[config.mk]
export PLATFORM = sky130hd
export DESIGN_NAME = tdm_frame_timer
export DESIGN_NICKNAME = d
export VERILOG_FILES = /design/src/rtl/tdm_timer_pkg.sv /design/src/rtl/tdm_rate_select.sv /design/src/rtl/tdm_phase_acc.sv /design/src/rtl/tdm_slot_counter.sv /design/src/rtl/tdm_frame_timer.sv
export SDC_FILE = /design/constraint.sdc
export NUM_CORES = 1
export LEC_CHECK = 0
export BUFFER_PORTS_ARGS = -buffer_cell sky130_fd_sc_hd__buf_4
export CAP_MARGIN = 10
export CORE_ASPECT_RATIO = 0.9
export CORE_UTILIZATION = 50
export DETAILED_ROUTE_END_ITERATION = 8
export PLACE_DENSITY = 0.82
export SLEW_MARGIN = 20
export SYNTH_ARGS = -nofsm -noshare
export SYNTH_HDL_FRONTEND = slang
export SYNTH_SLANG_ARGS = --single-unit
[constraint.sdc]
create_clock -name clk_i -period 3.76 [get_ports clk_i]
set_input_delay 0 -clock clk_i [delete_from_list [all_inputs] [get_ports clk_i]]
set_output_delay 0 -clock clk_i [all_outputs]
set_load 0.05 [all_outputs]
[src/rtl/tdm_timer_pkg.sv]
// Package: tdm_timer_pkg
// Shared constants and the rate-code encoding for the TDM frame timing generator.
// Assumes a 3-bit rate code in which code 0 and codes above the number of slow rates select the full rate.
package tdm_timer_pkg;

    localparam int RATE_SEL_W = 3;

    typedef enum logic [RATE_SEL_W-1:0] {
        RATE_FULL     = 3'd0,
        RATE_MODEM    = 3'd1,
        RATE_CAPTURE  = 3'd2,
        RATE_PLAYBACK = 3'd3,
        RATE_SYNTH    = 3'd4,
        RATE_SERIAL1  = 3'd5,
        RATE_SERIAL0  = 3'd6,
        RATE_FULL_ALT = 3'd7
    } rate_code_e;

endpackage

[src/rtl/tdm_rate_select.sv]
// Module: tdm_rate_select
// Latches the rate code at each frame boundary and selects that rate's fractional increment.
// Assumes frame_end_i is high on the last clock of a frame. The code is captured there and used for the next frame.
module tdm_rate_select
    import tdm_timer_pkg::*;
#(
    parameter int ACC_W    = 16,
    parameter int NUM_SLOW = 6
) (
    input  logic                      clk_i,
    input  logic                      rst_ni,
    input  logic                      frame_end_i,
    input  logic [RATE_SEL_W-1:0]     rate_sel_i,
    input  logic [NUM_SLOW*ACC_W-1:0] rate_inc_i,
    output logic [RATE_SEL_W-1:0]     sel_q_o,
    output logic                      full_rate_o,
    output logic [ACC_W-1:0]          inc_o
);

    logic [RATE_SEL_W-1:0] sel_q;

    // Capture a new rate code only at a frame boundary; reset selects the full rate.
    always_ff @(posedge clk_i) begin
        if (!rst_ni) begin
            sel_q <= RATE_FULL;
        end else if (frame_end_i) begin
            sel_q <= rate_sel_i;
        end
    end

    // Pick the increment that belongs to the latched slow-rate code.
    always_comb begin
        inc_o = '0;
        for (int i = 0; i < NUM_SLOW; i++) begin
            if (sel_q == RATE_SEL_W'(i + 1)) begin
                inc_o = rate_inc_i[i*ACC_W +: ACC_W];
            end
        end
    end

    // Code 0, and any code beyond the slow rates, runs at the full rate.
    assign full_rate_o = (sel_q == RATE_FULL) || (int'(sel_q) > NUM_SLOW);
    assign sel_q_o     = sel_q;

endmodule

[src/rtl/tdm_phase_acc.sv]
// Module: tdm_phase_acc
// A fractional phase accumulator. It reports whether an overflow has occurred since the current frame began.
// Assumes the accumulator keeps its value across frames and holds while the full rate is latched.
module tdm_phase_acc #(
    parameter int ACC_W = 16
) (
    input  logic             clk_i,
    input  logic             rst_ni,
    input  logic             full_rate_i,
    input  logic [ACC_W-1:0] inc_i,
    input  logic             frame_end_i,
    output logic             ready_o
);

    logic [ACC_W-1:0] acc_q;
    logic             pending_q;
    logic [ACC_W:0]   sum;
    logic             carry;

    // Add the increment with one extra bit; the top bit is the overflow.
    always_comb begin
        sum   = {1'b0, acc_q} + {1'b0, inc_i};
        carry = !full_rate_i && sum[ACC_W];
    end

    assign ready_o = pending_q || carry;

    // Advance the phase on every clock of a slow-rate frame.
    always_ff @(posedge clk_i) begin
        if (!rst_ni) begin
            acc_q <= '0;
        end else if (!full_rate_i) begin
            acc_q <= sum[ACC_W-1:0];
        end
    end

    // Remember an overflow until the frame it released has ended.
    always_ff @(posedge clk_i) begin
        if (!rst_ni) begin
            pending_q <= 1'b0;
        end else if (frame_end_i) begin
            pending_q <= 1'b0;
        end else begin
            pending_q <= ready_o;
        end
    end

endmodule

[src/rtl/tdm_slot_counter.sv]
// Module: tdm_slot_counter
// Tracks the position within a frame: a down-counting bit index, an up-counting slot index and an idle flag.
// Assumes frame_end_i is raised only while last_o is high. It then restarts the frame at slot 0, bit MSB.
module tdm_slot_counter #(
    parameter int BITS_PER_SLOT   = 16,
    parameter int SLOTS_PER_FRAME = 12,
    parameter int BIT_W           = $clog2(BITS_PER_SLOT),
    parameter int SLOT_W          = $clog2(SLOTS_PER_FRAME)
) (
    input  logic              clk_i,
    input  logic              rst_ni,
    input  logic              frame_end_i,
    output logic [SLOT_W-1:0] slot_o,
    output logic [BIT_W-1:0]  bit_o,
    output logic              pad_o,
    output logic              last_o
);

    localparam logic [BIT_W-1:0]  BIT_MSB   = BIT_W'(BITS_PER_SLOT - 1);
    localparam logic [SLOT_W-1:0] SLOT_LAST = SLOT_W'(SLOTS_PER_FRAME - 1);

    logic [SLOT_W-1:0] slot_q;
    logic [BIT_W-1:0]  bit_q;
    logic              pad_q;

    // The frame may end on the final bit of the last slot or on any idle clock.
    assign last_o = pad_q || ((slot_q == SLOT_LAST) && (bit_q == '0));

    // Step through the bits and slots, then hold while idle clocks are appended.
    always_ff @(posedge clk_i) begin
        if (!rst_ni || frame_end_i) begin
            slot_q <= '0;
            bit_q  <= BIT_MSB;
            pad_q  <= 1'b0;
        end else if (pad_q) begin
            slot_q <= slot_q;
            bit_q  <= bit_q;
        end else if (bit_q == '0) begin
            if (slot_q == SLOT_LAST) begin
                pad_q <= 1'b1;
            end else begin
                slot_q <= slot_q + 1'b1;
                bit_q  <= BIT_MSB;
            end
        end else begin
            bit_q <= bit_q - 1'b1;
        end
    end

    assign slot_o = slot_q;
    assign bit_o  = bit_q;
    assign pad_o  = pad_q;

endmodule

[src/rtl/tdm_frame_timer.sv]
// Module: tdm_frame_timer
// Top level of the TDM frame timing generator. It produces the frame sync, slot and bit indices and the idle flag,
// and it stretches frames to an average length of 65536/increment clocks when a slow rate is latched.
// Assumes a continuous bit clock and a synchronous active-low reset.
module tdm_frame_timer
    import tdm_timer_pkg::*;
#(
    parameter int BITS_PER_SLOT   = 16,
    parameter int SLOTS_PER_FRAME = 12,
    parameter int ACC_W           = 16,
    parameter int NUM_SLOW        = 6
) (
    input  logic                                 clk_i,
    input  logic                                 rst_ni,
    input  logic [RATE_SEL_W-1:0]                rate_sel_i,
    input  logic [NUM_SLOW*ACC_W-1:0]            rate_inc_i,
    output logic                                 fsync_o,
    output logic [$clog2(SLOTS_PER_FRAME)-1:0]   slot_o,
    output logic [$clog2(BITS_PER_SLOT)-1:0]     bit_o,
    output logic                                 pad_o
);

    localparam int BIT_W  = $clog2(BITS_PER_SLOT);
    localparam int SLOT_W = $clog2(SLOTS_PER_FRAME);

    logic                  frame_end;
    logic                  full_rate;
    logic                  ready;
    logic                  last_clk;
    logic [ACC_W-1:0]      inc;
    logic [RATE_SEL_W-1:0] sel_latched;

    tdm_rate_select #(
        .ACC_W    (ACC_W),
        .NUM_SLOW (NUM_SLOW)
    ) u_rate_select (
        .clk_i       (clk_i),
        .rst_ni      (rst_ni),
        .frame_end_i (frame_end),
        .rate_sel_i  (rate_sel_i),
        .rate_inc_i  (rate_inc_i),
        .sel_q_o     (sel_latched),
        .full_rate_o (full_rate),
        .inc_o       (inc)
    );

    tdm_phase_acc #(
        .ACC_W (ACC_W)
    ) u_phase_acc (
        .clk_i       (clk_i),
        .rst_ni      (rst_ni),
        .full_rate_i (full_rate),
        .inc_i       (inc),
        .frame_end_i (frame_end),
        .ready_o     (ready)
    );

    tdm_slot_counter #(
        .BITS_PER_SLOT   (BITS_PER_SLOT),
        .SLOTS_PER_FRAME (SLOTS_PER_FRAME),
        .BIT_W           (BIT_W),
        .SLOT_W          (SLOT_W)
    ) u_slot_counter (
        .clk_i       (clk_i),
        .rst_ni      (rst_ni),
        .frame_end_i (frame_end),
        .slot_o      (slot_o),
        .bit_o       (bit_o),
        .pad_o       (pad_o),
        .last_o      (last_clk)
    );

    // A frame closes on an eligible last clock once the rate allows it.
    assign frame_end = rst_ni && last_clk && (full_rate || ready);
    assign fsync_o   = frame_end;

endmodule

### Yosys cells after proc, flatten, opt, wreduce, memory -nomap -nowiden

Index checks and enable logic that the tools add are counted.

* bits of input ports: 101
* output and inout bits: 10
* memories: 0
* word-level logic and storage cells: 48
* memory bits (writable): 0
* register bits: 29
* memory bits (read-only): 0
* latch bits: 0

* eq/ne operators: 8
* shifts and indexed selects: 0
* div/mod/pow operators: 0
* $lt $le $gt $ge: 1
* mux-type cells: 11
* reduce and logical (&&, ||, !) cells: 16
* bitwise operators: 3
* $add $sub $neg: 3
* $mul: 0

Operator list (count)
* two-way mux 16 bit: 6
* adder 16 x 16 -> 17 bit: 1
* equality test 3 bit, second input constant: 3
* two-way mux 4 bit: 2
* equality test 3 x 2 -> 1 bit, second input constant: 2
* logical OR 1 bit: 5
* adder 4 x 1 -> 4 bit, second input constant: 1
* equality test 4 bit, second input constant: 1
* logical AND 1 bit: 4
* zero test 4 bit: 1
* subtractor 4 x 1 -> 4 bit, second input constant: 1
* equality test 3 x 1 -> 1 bit, second input constant: 1
* greater-than comparator 3 bit, second input constant: 1
* zero test 3 bit: 1
* two-way mux 1 bit: 3
* NOT 1 bit: 3
* AND reduction 3 bit: 1
* zero test 1 bit: 2
* inequality test 2 bit, second input constant: 1
* AND reduction 2 bit: 1
* OR reduction 2 bit: 1

### Depth between registers and ports, before layout

* depth in word-level cells: 13
* gate-level depth with buffers: 15
* mapped depth without buffers: 13

### By module

From an unflattened synthesis, not the netlist that was laid out.

* cell total of the unflattened synthesis: 320
* area, all modules: 3020.4 um^2

Modules (own cells, without submodules)
* tdm_phase_acc: cells each 167, times used 1, area each 1366.3 um^2
* tdm_rate_select: cells each 103, times used 1, area each 1202.4 um^2
* tdm_slot_counter: cells each 49, times used 1, area each 441.7 um^2
* tdm_frame_timer: cells each 1, times used 1, area each 10.0 um^2

### Worst setup path after synthesis

OpenSTA, ideal clock, no wires.

* kind: register -> output
* start: register u_rate_select.sel_q[1], in the netlist u_rate_select.sel_q_o[1]
* end: output fsync_o
* arrival time: 3.929 ns
* slack: -0.169 ns
* stages on the path, launching flop included: 16
* path buffers: 3
* required time: 3.760 ns
* cells stage by stage: dfxtp_1 > buf_2 > nor2b_1 > clkbuf_1 > clkbuf_1 > a221oi_1 > a21oi_1 > ha_1 > inv_1 > fa_1 > nor2b_4 > o2111ai_1 > a31oi_2 > o21ai_4 > and2_2 > nor3_1

* longest elaborated chain between the ends: 12

RTL lines
* from (decl): line tdm_rate_select.sv:20 `logic [RATE_SEL_W-1:0] sel_q;`
* from (signal assigned): line tdm_rate_select.sv:27 `sel_q <= rate_sel_i;`
* equality test 3 x 1 -> 1 bit: line tdm_rate_select.sv:35 `if (sel_q == RATE_SEL_W'(i + 1)) begin`
* two-way mux 16 bit (6 in series): line tdm_rate_select.sv:35
* adder 16 x 16 -> 17 bit: line tdm_phase_acc.sv:22 `sum = {1'b0, acc_q} + {1'b0, inc_i};`
* logical AND 1 bit: line tdm_phase_acc.sv:23 `carry = !full_rate_i && sum[ACC_W];`
* logical OR 1 bit: line tdm_phase_acc.sv:26 `assign ready_o = pending_q || carry;`
* logical OR 1 bit *: line tdm_frame_timer.sv:74 `assign frame_end = rst_ni && last_clk && (full_rate || ready);`
* logical AND 1 bit *: line tdm_frame_timer.sv:74
* to (decl): line tdm_frame_timer.sv:17 `output logic fsync_o,`

Every way passes the cells marked *; elsewhere a longest branch is shown, timed or not.

### Worst setup path in the final report

Same ends and word-level chain as after synthesis.

==> summary.txt <==
Status
  • Status: finished with violations
  • Violations in the final reports: hold timing

Clocking
  • CTS tree: built
  • Clock Tree Buf Depth: 2
  • CTS clk-pin slew, worst paths: 60 ps
  • Setup repair bufs after CTS: 0
  • # H-tree levels: 2
  • Worst-Skew Late Latency: 290 ps
  • CTS sink count: 29
  • Clk root buf: clkbuf_8
  • Num CTS Buffers: 5

Worst setup path
  • Worst path slowest cell: dfxtp_2
  • Kind of end point of the critical path: output port
  • CP Buf/Inv Count: 3
  • Reg-to-Reg Start: u_rate_select.sel_q_o[1]
  • Crit path max-delay family: compound AO/OA/AOI/OAI gates
  • Internal reg-to-reg setup slack: 310 ps
  • Worst r2r path cells: 11
  • CP cell instances: nor2b_1, buf_4, a221oi_1, a21oi_1, ha_1, inv_1, fa_1, nor2b_4, o2111ai_1, a31oi_4, o21ai_4, and2_2, nor3_2, buf_4
  • CP Max Fanout: 16
  • FF-to-FF End: u_slot_counter.bit_o[3]
  • CP peak stage delay: 530 ps
  • Critical Path AT: 3540 ps
  • Crit path launch type: flip-flop
  • CP required: 3760 ps
  • Setup CP Type: reg -> out
  • CP dominant cell by count: buf_4

Timing
  • Skew final: 7.66 ps
  • Endpoints failing hold: 1
  • RSZ-0062 raised after global routing: no
  • Fmax achieved: 0.282 GHz
  • Slew margin rel.: 46.9%
  • Final Worst Setup Slack: 220 ps
  • Tcrit/Tclk final: 94.1%
  • Minimum clock period: 3540 ps
  • Final setup fails: 0
  • Slew @ Worst Pin: 795 ps
  • WHS: -2.02 ps
  • Slew Limit Fails: 0
  • Post-Route Setup TNS: 0 ps

Cells and area
  • Layout area overhead: 35.4%
  • Commonest non-fill, non-tap cells in the layout: 120 x buf_4, 47 x a21oi_1, 31 x nand2_1
  • Most common cell after layout, fill and taps aside: buf_4
  • Share of post-route cells with drive strength above 1: 34.7%
  • Inserted Diodes: 0
  • Nets: 575
  • Post-layout util: 70.8%
  • Post-Layout Cell Count: 522

Drt
  • Final ANT Viol Nets: 0
  • Via density: 5.86
  • Routed WL per cell: 16.1 µm
  • Via count: 3057
  • Number of DRC markers in iteration 0: 184
  • DRC viols: 0
  • Detailed Routing Iterations Pass 1: 4
  • Final wirelength: 8380 µm

Floorplanning
  • Die Span Y: 72.8 µm
  • Core area: 5320 µm²
  • Ports: 111
  • DIE AREA: 5870 µm²
  • Die width: 80.6 µm
  • Starting Density: 52.3%
  • # rows: 25

Synth
  • Count of flip-flops with a built-in enable after synthesis: 0
  • Avg Cell Area, Syn: 7.93 µm²
  • Mapped Nets: 472
  • Synth cell types: 54
  • Cell Area, Synth: 2780 µm²
  • Synth Flop Type: dfxtp_1
  • Synthesized instance count: 351
  • Async set-reset flop share out of synthesis: 0%
  • Flops & latches, synth: 29
  • Largest area contributor in the netlist: dfxtp_1
  • Area share of the largest cell type after synthesis: 20.9%
  • Sequential share of the synthesized area: 20.9%
  • Synth warn: 0
  • Main area contributors after synthesis: dfxtp_1 21%, ha_1 8.5%, a21oi_1 8.5%, mux2i_1 7.6%, mux2_2 6.9%

Power
  • Pint: 0.523 mW
  • Switching power: 0.176 mW
  • Combinational share of power: 19.0%
  • Clock network power share: 36.2%
  • Net Sw Frac: 25.2%
  • VDD IR-drop max: 234 µV
  • Leak: 1.70 nW
  • PD cells: 186 nW/µm²
  • Seq pwr share: 44.8%

Placed design
  • Gpl congestion: 0.897
  • Placed insts: 513
  • Post-place setup slack: 345 ps
  • Port bufs: 110
  • HPWL after DPL: 6570 µm

Global route
  • First-pass GRT wire length: 13400 µm
  • Grt ovf: 0
  • Initial antenna violation count: 0
  • Largest net degree at the start of global routing: 25
  • Vias in the first global route: 2783
  • Tot GR Track Use: 29.5%

Worst hold path
  • Hold crit path type: in -> reg
  • Worst Hold End: u_rate_select.sel_q_o[2]
  • Hold path cells: 3
  • Hold Path Origin: rate_sel_i[2]

Run
  • MaxCap Viol Count: 0
## through the flow
step | power (mW) | area [µm²]
after floorplan | 0.361 | 2790
after global routing | 0.728 | 3770
final | 0.700 | 3770
after CTS | 0.703 | 3760
after global placement | 0.452 | 3660
after detailed placement | 0.452 | 3660
## logic make-up after synthesis
group	Yosys count	synth area share [%]
buffers and inverters	34	5.22
AND/OR/NAND/NOR	104	18.6
XOR/XNOR	11	3.46
multiplexers	38	14.4
AO/OA/AOI/OAI	115	28.1
flip-flops	29	20.9
adder cells (fa/ha/maj)	20	9.26
## tightest hold or removal path: stages
cell	delay, ps
buf_4	110
nand2_1	50
mux2i_1	70
## synth_stat cells, drive strengths merged (3+ instances only)
master  instances
xnor2           5
a21o           10
inv             9
a21oi          50
dfxtp          29
mux2           17
o21ai          12
nor4            4
nor2b           3
and3            5
a31oi           4
nor2           26
buf            11
nor3           10
and2            5
a221oi         15
or3             4
o211ai          5
mux2i          21
ha             19
xor2            6
nand2          31
o21bai          3
clkbuf         14
nand3           9
## metal layers
layer / wire length, µm / global-route usage (%) / part of all wire [%] / vias up
met5: 0 / 0 / 0 / -
met4: 146 / 8.13 / 1.7 / 0
li1: - / - / - / 1529
met3: 729 / 5.38 / 8.7 / 15
met2: 3630 / 44.6 / 43 / 139
met1: 3870 / 42.8 / 46 / 1374
## power by group through the flow
stage | combinational [mW] | clock [mW] | sequential (mW)
2_1_floorplan | 0.0323 | 0 | 0.329
3_3_place_gp | 0.132 | 0 | 0.320
3_5_place_dp | 0.132 | 0 | 0.320
4_1_cts | 0.133 | 0.257 | 0.313
5_1_grt | 0.143 | 0.271 | 0.314
6_report | 0.133 | 0.253 | 0.313
## worst max path at each step
stage	start	to	depth (start not counted)
detailed placement	u_rate_select.sel_q_o[1]	u_slot_counter.bit_o[3]	11
finish	u_rate_select.sel_q_o[1]	fsync_o	14
floorplan	u_rate_select.sel_q_o[1]	fsync_o	15
global route	u_rate_select.sel_q_o[1]	fsync_o	14
global placement	u_rate_select.sel_q_o[1]	u_slot_counter.bit_o[3]	11
CTS	u_rate_select.sel_q_o[1]	fsync_o	14
## final cells by class
cell class / count / area, µm²
Inverter: 9 / 33.8
Multi-Input combinational cell: 288 / 2070
Fill cell: 439 / 1550
Timing Repair Buffer: 121 / 911
Tap cell: 67 / 83.8
Sequential cell: 29 / 582
Clock inverter: 3 / 17.5
Clock buffer: 5 / 68.8
## flip-flops by register name, summed over array words and instances, names as in the netlist
| name | flops |
|---|---|
| u_phase_acc.acc_q | 16 |
| u_phase_acc.pending_q | 1 |
| u_slot_counter.slot_o | 4 |
| u_slot_counter.bit_o | 4 |
| u_slot_counter.pad_o | 1 |
| u_rate_select.sel_q_o | 3 |
## repair_timing
action                                 4_1_cts  5_1_grt
hold buffers                                 1        0
resized for setup                            0        1
endpoints found under the hold margin        1        0
setup endpoints to repair                    0        1
No activity file was read; power rests on OpenSTA's default activity.
